**src/rtl/pwm_irq_status.sv**
```systemverilog
module pwm_irq_status #(
  parameter int GEN = 0,
  parameter int AW  = 12,
  parameter int DW  = 32,
  parameter int NEV = 6
) (
  input  logic           clk,
  input  logic           rst_n,
  input  logic           pwm_tick,
  input  logic [NEV-1:0] evt,
  input  logic           wr_en,
  input  logic [AW-1:0]  addr,
  input  logic [DW-1:0]  wdata,
  output logic [DW-1:0]  rdata,
  output logic           irq
);
  localparam logic [AW-1:0] STAT_OFS = AW'(12'h04C + GEN * 12'h040);
  localparam logic [AW-1:0] RAW_OFS  = STAT_OFS - AW'(4);
  localparam logic [AW-1:0] EN_OFS   = STAT_OFS - AW'(8);

  logic [NEV-1:0] raw, en, armed, pend;
  logic [NEV-1:0] req, fire, stat;

  assign req  = (wr_en && addr == STAT_OFS) ? wdata[NEV-1:0] : '0;
  assign fire = (req | pend) & (armed | {NEV{pwm_tick}});
  assign stat = raw & en;
  assign irq  = |stat;

  always_ff @(posedge clk) begin
    if (!rst_n) begin
      raw   <= '0;
      en    <= '0;
      armed <= '0;
      pend  <= '0;
    end else begin
      raw   <= evt | (raw & ~fire);
      pend  <= ~evt & raw & (req | pend) & ~fire;
      armed <= ~evt & (armed | {NEV{pwm_tick}});
      if (wr_en && addr == EN_OFS) en <= wdata[NEV-1:0];
    end
  end

  always_comb begin
    rdata = '0;
    case (addr)
      STAT_OFS: rdata[NEV-1:0] = stat;
      RAW_OFS:  rdata[NEV-1:0] = raw;
      EN_OFS:   rdata[NEV-1:0] = en;
      default:  rdata = '0;
    endcase
  end

  a_r2_event_sticks: assert property (@(posedge clk) disable iff (!rst_n)
    (evt != '0) |=> ((raw & $past(evt)) == $past(evt)));

  a_r5_clear_needs_request: assert property (@(posedge clk) disable iff (!rst_n)
    ((~raw & $past(raw) & ~($past(req) | $past(pend))) == '0));

  a_r6_no_early_clear: assert property (@(posedge clk) disable iff (!rst_n)
    ((~raw & $past(raw) & ~($past(armed) | {NEV{$past(pwm_tick)}})) == '0));

  a_r8_enable_write: assert property (@(posedge clk) disable iff (!rst_n)
    (wr_en && addr == EN_OFS) |=> (en == $past(wdata[NEV-1:0])));
endmodule

```
**config.mk**
```make
export PLATFORM = sky130hd
export DESIGN_NAME = pwm_irq_status
export DESIGN_NICKNAME = d
export VERILOG_FILES = /design/src/rtl/pwm_irq_status.sv
export SDC_FILE = /design/constraint.sdc
export NUM_CORES = 1
export LEC_CHECK = 0
export BUFFER_PORTS_ARGS = -buffer_cell sky130_fd_sc_hd__buf_4
export CAP_MARGIN = 10
export CORE_MARGIN = 3
export CORE_UTILIZATION = 40
export CTS_CLUSTER_DIAMETER = 120
export DETAILED_ROUTE_END_ITERATION = 6
export MAX_ROUTING_LAYER = met4
export PLACE_DENSITY = 0.87
export SLEW_MARGIN = 5
export SYNTH_ARGS = -nofsm -noshare
export SYNTH_HDL_FRONTEND = slang
export SYNTH_SLANG_ARGS = --single-unit
```
**constraint.sdc**
```tcl
create_clock -name clk -period 2.3 [get_ports clk]
set_input_delay 0 -clock clk [delete_from_list [all_inputs] [get_ports clk]]
set_output_delay 0 -clock clk [all_outputs]
set_load 0.05 [all_outputs]
```
==> flow_summary_export.csv, run 1 <==
group,metric,value,unit
outcome,status,"finished, final reports clean",
critical_path,worstSetupPathType,"input port to primary output",
synthesis,synth_xor_area_frac,0,
pwr,clock_power_share,0.201,
drt,vias,1306,
pwr,p_int,583,uW
die,coreArea,3420,sq um
sta,hold_viol_final,0,
pwr,p_sw_frac,0.335,
cts,cts.sinks,24,
pwr,comb_power_share,0.281,
worst_hold_path,worst_hold_path_type,"input port to flop",
synthesis,synth.distinct_cells,29,
cts,htree_levels,1,
final_layout,nets,267,
final_layout,fillers,345,
synthesis,synthSimpleGateAreaFrac,0.276,
die,rows,21,
synthesis,muxShareOfSynthArea,0.0416,
synthesis,avgSynthCellArea,8.45,sq um
flow_run,drv_cap,0,
global_route,track_usage,0.149,
worst_hold_path,holdPathStages,3,
pwr,switching_power,294,uW
final_layout,multi_input_area,773,sq um
synthesis,synth_top_family_by_area,"simple AND/OR/NAND/NOR gates",
critical_path,cp-end-kind,"primary output",
pwr,seqPwrFrac,0.518,
critical_path,startpoint_type,"input port",
synthesis,yosysTopAreaCell,"dfxtp_1",
cts,cts_tree,"done",
cts,cts_hold_buf,12,
die,die-area,4370,sq um
final_layout,seqCellArea,480,sq um
synthesis,synth_top_area_frac,0.332,
cts,clkLatencyLatePin,310,ps
drt,drc,0,
sta,slew_viol_final,0,
global_route,gr-total-overflow,0,
synthesis,synthesis.area,1450,sq um
global_route,grt_pass1_wl,4980,microns
placement,dp.cells,242,
global_route,antenna_found_initial,0,
final_layout,drive_gt1_frac,0.218,
drt,avgRoutedWirePerCell,12.2,microns
synthesis,ys_seq_elements,24,
drt,drt_iter0_drc,41,
global_route,grt_max_degree,38,
die,start_util,0.423,
pwr,power_density,495,nW/um^2
placement,dp_hpwl,2290,microns
synthesis,synth_seq_area_share,0.332,
synthesis,synth_compound_area_frac,0.150,
die,die_h,66.1,microns
final_layout,design_area,1770,sq um
pwr,vdd_drop_max,0.392,mV
drt,dr.pass1.iters,4,
drt,avgViaCountPerCell,5.08,
critical_path,reg2reg_depth,3,
die,fp.dieW,66.1,microns
synthesis,synth_fa_ha_area_frac,0,
critical_path,crit_fanout,6,
cts,postCtsSetupRepairBufs,0,
drt,drt-total-wl,3130,microns
synthesis,yosysWarningCount,0,
sta,fin_crit_sh,0.836,
pwr,leakagePower,0.736,nW
cts,clk_pin_slew,110,ps
synthesis,synth_area_leaders,"dfxtp_1, buf_4, nor3b_1",
cts,clockBufferDepth,2,
placement,placedInstanceArea,1630,sq um
sta,clock_skew,5.15,ps
sta,grt_setup_unrepaired,"false",
global_route,grt_pass1_vias,1185,
final_layout,instances_no_fill,257,
placement,portBuffers,34,
final_layout,antennaDiodeCount,0,
sta,setup_viol,0,
cts,ctsResizeCount,0,
synthesis,syn-instance-count,171,
cts,cts_buffers,3,
sta,fmax,0.520,GHz
sta,layout_min_cycle_time,1920,ps
placement,routabilityCongestion,0.812,
sta,worst_hold_slack,26.2,ps
final_layout,fin_util,0.518,
critical_path,worstPathRequired,2300,ps
critical_path,crit_arrival,1920,ps
die,num_io_pins,87,
cts,clockRootBuffer,"clkbuf_4",
drt,drtAntennaViolNets,0,
final_layout,synthToLayoutAreaGrowth,22.4,%
critical path: stages:
cell,delay (ps)
buf_4,110
or4_4,550
or4_1,670
a221oi_1,330
buf_4,270
cell families (layout without fill, tap and decap cells):
group | after synthesis | count (layout)
simple gates | 65 | 65
buf+inv | 48 | 63
compound gates | 27 | 27
flops | 24 | 24
mux | 6 | 6
other cells | 1 | 26
cells in the mapped netlist:
| cell | n |
|---|---|
| a21o_1 | 5 |
| a221o_1 | 4 |
| a221o_2 | 1 |
| a221oi_1 | 7 |
| a22o_1 | 1 |
| a311o_2 | 1 |
| buf_4 | 26 |
| buf_6 | 1 |
| clkbuf_1 | 9 |
| conb_1 | 1 |
| dfxtp_1 | 24 |
| inv_1 | 12 |
| mux2i_1 | 6 |
| nand2_1 | 12 |
| nand3_1 | 5 |
| nand3b_1 | 1 |
| nand4_1 | 8 |
| nor2_1 | 12 |
| nor2b_1 | 1 |
| nor3b_1 | 14 |
| nor4_2 | 1 |
| nor4b_1 | 6 |
| o21a_1 | 1 |
| o21ai_0 | 6 |
| o221ai_1 | 1 |
| or2_2 | 1 |
| or4_1 | 1 |
| or4_4 | 2 |
| or4b_4 | 1 |
cell usage in the layout (no fill, tap or decap):
cell and count:
a221o_2 1, a311o_2 1, mux2i_1 6, or4_1 1, nor4_2 1, nor3b_1 14
nand2_1 12, dlygate4sd3_1 12, o21ai_0 6, nand3_1 5, or4_4 2, a22o_1 1
or2_2 1, nand4_1 8, inv_1 12, nor2_1 12, o21a_1 1, a221o_1 4
a221oi_1 7, conb_1 26, nor4b_1 6, buf_4 36, a21o_1 5, nand3b_1 1
nor2b_1 1, dfxtp_1 24, clkbuf_4 3, or4b_4 1, o221ai_1 1
cell type report:
class	count	share of cell area
multi-input combinational	124	0.437
tap	46	0.0325
timing repair buffer	48	0.221
inverter	12	0.0255
clock buffer	3	0.0127
sequential	24	0.272
state kept, by name (all words and copies together), names as in the netlist:
signal / count
armed: 6
raw: 6
pend: 6
en: 6
layer usage:
layer	wire, microns	global-route usage	vias up
met3	284	0.0425	2
met4	18	0.0533	0
met1	1350	0.181	608
met5	0	-	-
li1	-	-	646
met2	1480	0.234	50
worst paths after layout:
check / from / slack, ps / endpoint
hold reg to reg: en[1] / 480 / en[1]
setup / recovery: addr[9] / 380 / rdata[5]
setup reg to reg: raw[1] / 1240 / raw[1]
hold / removal: pwm_tick / 30 / armed[1]
metrics by stage:
| step | setup TNS, ps | worst slack [ps] | total power, mW |
|---|---|---|---|
| global route | 0 | 322 | 0.930 |
| CTS | 0 | 382 | 0.884 |
| detailed placement | 0 | 387 | 0.692 |
| floorplan | -478 | -79.7 | 0.668 |
| global placement | 0 | 408 | 0.687 |
| finish | 0 | 376 | 0.876 |
power by group through the flow:
stage               combinational (mW)  clock [mW]  sequential, mW
floorplan                        0.210           0           0.458
finish                           0.246       0.176           0.454
CTS                              0.246       0.185           0.454
global route                     0.264       0.208           0.458
detailed placement               0.229           0           0.463
global placement                 0.225           0           0.463
(Power assumes the default switching activity.)
==> run 2: changes to the inputs <==
==> constraint.sdc (replaced) <==
create_clock -name clk -period 1.9 [get_ports clk]
set_input_delay 0 -clock clk [delete_from_list [all_inputs] [get_ports clk]]
set_output_delay 0 -clock clk [all_outputs]
set_load 0.05 [all_outputs]
==> run 2 against run 1 <==
  * Combinational power increased by 22%
  * Clock-buffer cell count is 1 higher
  * Clock power rose by 54%
  * Sequential share of layout area shrank 0.47 points
  * Cell count up 0.78%
  * Critical path type unchanged
  * Clock skew is 4.3 ps lower
  * Sequential cell count unchanged
  * Critical path depth unchanged
  * Core utilization grew 0.92 points
  * Largest cell class unchanged
  * Design area increased by 1.8%
==> flow_summary_export.csv, run 2 (same netlist as run 1, synthesis figures left out) <==
group,metric,value,unit
outcome,status,"finished, final reports clean",
cts,cts_buffers,3,
critical_path,startpoint_type,"input port",
drt,drtAntennaViolNets,0,
final_layout,instances_no_fill,259,
global_route,use_met3,0.0238,
final_layout,final_cell_mix,"buf_4, conb_1, dfxtp_1, nor3b_1",
drt,dr.pass1.iters,4,
sta,setup_viol,0,
final_layout,drive_gt1_frac,0.235,
drt,drt-total-wl,3010,microns
sta,fin_crit_sh,0.942,
die,rows,21,
pwr,power_density,622,nW/um^2
final_layout,fillers,355,
cts,clockBufferDepth,2,
sta,layout_min_cycle_time,1790,ps
drt,drc,0,
global_route,grt_pass1_wl,4730,microns
final_layout,synthToLayoutAreaGrowth,24.6,%
sta,hold_viol_final,0,
global_route,use_met1,0.171,
global_route,track_usage,0.142,
sta,clock_skew,0.858,ps
die,start_util,0.423,
final_layout,final_common_cell,"buf_4",
critical_path,crit_arrival,1790,ps
final_layout,design_area,1800,sq um
flow_run,drv_cap,0,
drt,avgRoutedWirePerCell,11.6,microns
worst_hold_path,worst_hold_path_type,"input port to flop",
placement,placedInstanceArea,1630,sq um
cts,clkLatencyLatePin,320,ps
global_route,grt_max_degree,38,
final_layout,antennaDiodeCount,0,
global_route,grt_pass1_vias,1135,
global_route,gr-total-overflow,0,
global_route,busiest_layer,"met2",
critical_path,worstSetupPathType,"input port to primary output",
cts,postCtsSetupRepairBufs,0,
global_route,antenna_found_initial,0,
placement,dp.cells,243,
pwr,vdd_drop_max,0.411,mV
critical_path,crit_fanout,6,
placement,portBuffers,34,
global_route,met2_usage,0.224,
sta,fmax,0.559,GHz
critical_path,worstPathRequired,1900,ps
final_layout,nets,268,
cts,cts_tree,"done",
placement,dp_hpwl,2200,microns
die,num_io_pins,87,
cts,clk_pin_slew,120,ps
critical_path,cp-end-kind,"primary output",
cts,clockRootBuffer,"clkbuf_4",
sta,slew_viol_final,0,
sta,grt_setup_unrepaired,"false",
drt,vias,1297,
cts,cts.sinks,24,
die,die_h,66.1,microns
placement,routabilityCongestion,0.807,
final_layout,fin_util,0.527,
final_layout,multi_input_area,783,sq um
final_layout,seqCellArea,480,sq um
pwr,leakagePower,0.752,nW
die,die-area,4370,sq um
die,fp.dieW,66.1,microns
drt,avgViaCountPerCell,5.01,
cts,htree_levels,1,
die,coreArea,3420,sq um
drt,drt_iter0_drc,57,
==> run 2: changes by cell type in the layout (fill, tap and decap cells not counted) <==
cell      previous run  this run
or4_4                2         3
a221oi_1             7         6
buf_4               36        37
clkbuf_8             0         1
a221oi_2             0         1
or4_1                1         0
==> run 2: power by group <==
group	total, mW	switching [mW]	internal (mW)
combinational	0.299	0.193	0.106
sequential	0.550	0.0233	0.527
clock	0.271	0.154	0.117
==> run 2: worst paths after layout <==
kind         depth (start not counted)  slack (ps)        to     start
max                                  5         110  rdata[1]   addr[9]
min                                  3          10  armed[1]  pwm_tick
max reg2reg                          3         830    raw[0]    raw[0]
min reg2reg                          2         470     en[3]     en[3]
==> run 2: area by class of cell <==
cell class | instances | share of cell area
Timing Repair Buffer | 49 | 0.221
Multi-Input combinational cell | 124 | 0.435
Tap cell | 46 | 0.0320
Inverter | 12 | 0.0250
Sequential cell | 24 | 0.267
Clock buffer | 4 | 0.0202
==> run 2: worst max-delay path, stage by stage <==
cell      delay (ps)
buf_4            110
or4_4            550
or4_4            590
a221oi_1         290
buf_4            260
==> run 2: timing repair <==
item,in CTS,in global routing
hold buffers,12,0
setup endpoints to repair,1,4
resized for setup,1,1
endpoints found under the hold margin,23,0
==> run 2: through the flow <==
step	setup WS [ps]	total power [mW]	setup TNS, ps	hold slack, ps
6_report	111	1.12	0	13.5
5_1_grt	65.7	1.18	0	30.0
4_1_cts	5.75	1.13	0	5.46
3_5_place_dp	-3.59	0.838	-3.59	188
3_3_place_gp	6.39	0.834	0	183
2_1_floorplan	-480	0.808	-2880	76.1
==> run 2: layer usage <==
metal,up-vias,wire length [microns],part of all wire
met4,0,68,0.023
li1,645,-,-
met1,599,1340,0.44
met3,7,236,0.078
met2,46,1370,0.46
met5,-,0,0
==> run 3: changes to the inputs <==
--- a/config.mk
+++ b/config.mk
@@ -9,6 +9,7 @@
 export CAP_MARGIN = 10
 export CORE_MARGIN = 3
 export CORE_UTILIZATION = 40
+export CTS_BUF_LIST = sky130_fd_sc_hd__clkbuf_8
 export CTS_CLUSTER_DIAMETER = 120
 export DETAILED_ROUTE_END_ITERATION = 6
 export MAX_ROUTING_LAYER = met4
==> run 3 against run 2 <==
  * Clock power grew 30%
  * Clock skew hardly changed
  * Die area unchanged
  * Worst setup slack got worse by 3.9 ps
  * Sequential share of layout area down 0.13 points
  * Largest power group unchanged
  * Highest routed layer unchanged
==> flow_summary_export.csv, run 3 (same netlist as run 1, synthesis figures left out) <==
group,metric,value,unit
outcome,status,"finished, final reports clean",
critical_path,crit_arrival,1790,ps
cts,clockBufferDepth,2,
die,start_util,0.423,
sta,slew_viol_final,0,
sta,grt_setup_unrepaired,"false",
global_route,antenna_found_initial,0,
sta,worst_hold_slack,22.1,ps
critical_path,cp-end-kind,"primary output",
critical_path,worstSetupPathType,"input port to primary output",
final_layout,instances_no_fill,258,
worst_hold_path,worst_hold_path_type,"input port to flop",
sta,fmax,0.558,GHz
global_route,grt_max_degree,38,
die,num_io_pins,87,
sta,clock_skew,1.10,ps
sta,fin_crit_sh,0.944,
global_route,track_usage,0.147,
global_route,grt_pass1_wl,4860,microns
cts,cts_buffers,3,
pwr,power_density,662,nW/um^2
cts,clk_pin_slew,80,ps
global_route,grt_pass1_vias,1152,
sta,layout_min_cycle_time,1790,ps
drt,dr.pass1.iters,4,
final_layout,fillers,355,
sta,worst_slack,107,ps
critical_path,worstPathRequired,1900,ps
drt,vias,1292,
placement,dp_hpwl,2200,microns
placement,preCtsSetupSlack,-3.59,ps
cts,clkLatencyLatePin,270,ps
cts,clockRootBuffer,"clkbuf_8",
final_layout,nets,267,
final_layout,multi_input_area,783,sq um
final_layout,final_cell_mix,"buf_4, conb_1, dfxtp_1, nor3b_1",
pwr,vdd_drop_max,0.411,mV
sta,setup_viol,0,
cts,htree_levels,1,
final_layout,drive_gt1_frac,0.236,
placement,portBuffers,34,
critical_path,startpoint_type,"input port",
die,die-area,4370,sq um
die,fp.dieW,66.1,microns
drt,drt-total-wl,3090,microns
drt,avgViaCountPerCell,5.01,
die,die_h,66.1,microns
placement,dp.cells,243,
die,coreArea,3420,sq um
sta,hold_viol_final,0,
pwr,leakagePower,0.755,nW
critical_path,slowest_stage,"or4_4",
final_layout,seqCellArea,480,sq um
final_layout,final_common_cell,"buf_4",
cts,cts_tree,"done",
drt,avgRoutedWirePerCell,12.0,microns
drt,drt_iter0_drc,35,
die,rows,21,
final_layout,synthToLayoutAreaGrowth,25.2,%
drt,drtAntennaViolNets,0,
critical_path,max_stage_delay,590,ps
drt,drc,0,
placement,routabilityCongestion,0.807,
final_layout,antennaDiodeCount,0,
flow_run,drv_cap,0,
global_route,gr-total-overflow,0,
pwr,finalPower,1.20,mW
critical_path,path_cells,"buf_4 > or4_4 > or4_4 > a221oi_1 > buf_4",
cts,cts.sinks,24,
critical_path,crit_fanout,6,
==> run 3: cell types whose count changed in the layout (fill, tap and decap cells not counted) <==
| cell | before | now |
|---|---|---|
| clkbuf_4 | 3 | 0 |
| dlygate4sd3_1 | 12 | 11 |
| clkbuf_8 | 1 | 4 |
==> run 3: worst paths after layout <==
kind	from	to	slack (ps)	cells past startpoint
worst max-delay path	addr[9]	rdata[4]	110	5
worst min-delay path	wdata[4]	pend[4]	20	3
worst max register to register	raw[1]	raw[1]	850	3
worst min register to register	en[3]	en[3]	460	2
==> run 3: cell type report <==
| class | instances | share of cell area |
|---|---|---|
| timing repair buffer | 48 | 0.214 |
| clock buffer | 4 | 0.0304 |
| multi-input combinational | 124 | 0.433 |
| inverter | 12 | 0.0249 |
| sequential | 24 | 0.266 |
| tap | 46 | 0.0318 |
==> run 3: metrics by stage <==
step / utilization / cell area [sq um] / setup TNS (ps)
floorplan: - / 1540 / -2880
global placement: 0.478 / 1630 / 0
detailed placement: 0.478 / 1630 / -3.59
CTS: 0.529 / 1810 / 0
global route: 0.530 / 1810 / 0
finish: 0.530 / 1810 / 0
==> run 3: what timing repair did <==
| action | CTS | global route |
|---|---|---|
| setup buffers | 0 | 0 |
| hold buffers | 11 | 0 |
| hold endpoints to repair | 12 | 0 |
| setup endpoints to repair | 1 | 4 |
| resized for setup | 1 | 1 |
==> run 3: worst max-delay path, delay by kind of cell <==
kind / cells / cell delay, ps
AND/OR/NAND/NOR: 2 / 1140
buffers and inverters: 2 / 370
AO/OA/AOI/OAI: 1 / 290
==> run 3: routing by layer <==
metal / global-route usage / up-vias / share of wire
li1: - / 642 / -
met1: 0.177 / 598 / 0.44
met2: 0.229 / 45 / 0.46
met3: 0.0289 / 7 / 0.079
met4: 0.0838 / 0 / 0.025
met5: - / - / 0
==> run 3: where the power goes <==
group / switching [mW] / internal [mW] / total (mW)
clock network: 0.165 / 0.185 / 0.351
logic: 0.194 / 0.104 / 0.298
registers: 0.0232 / 0.526 / 0.549
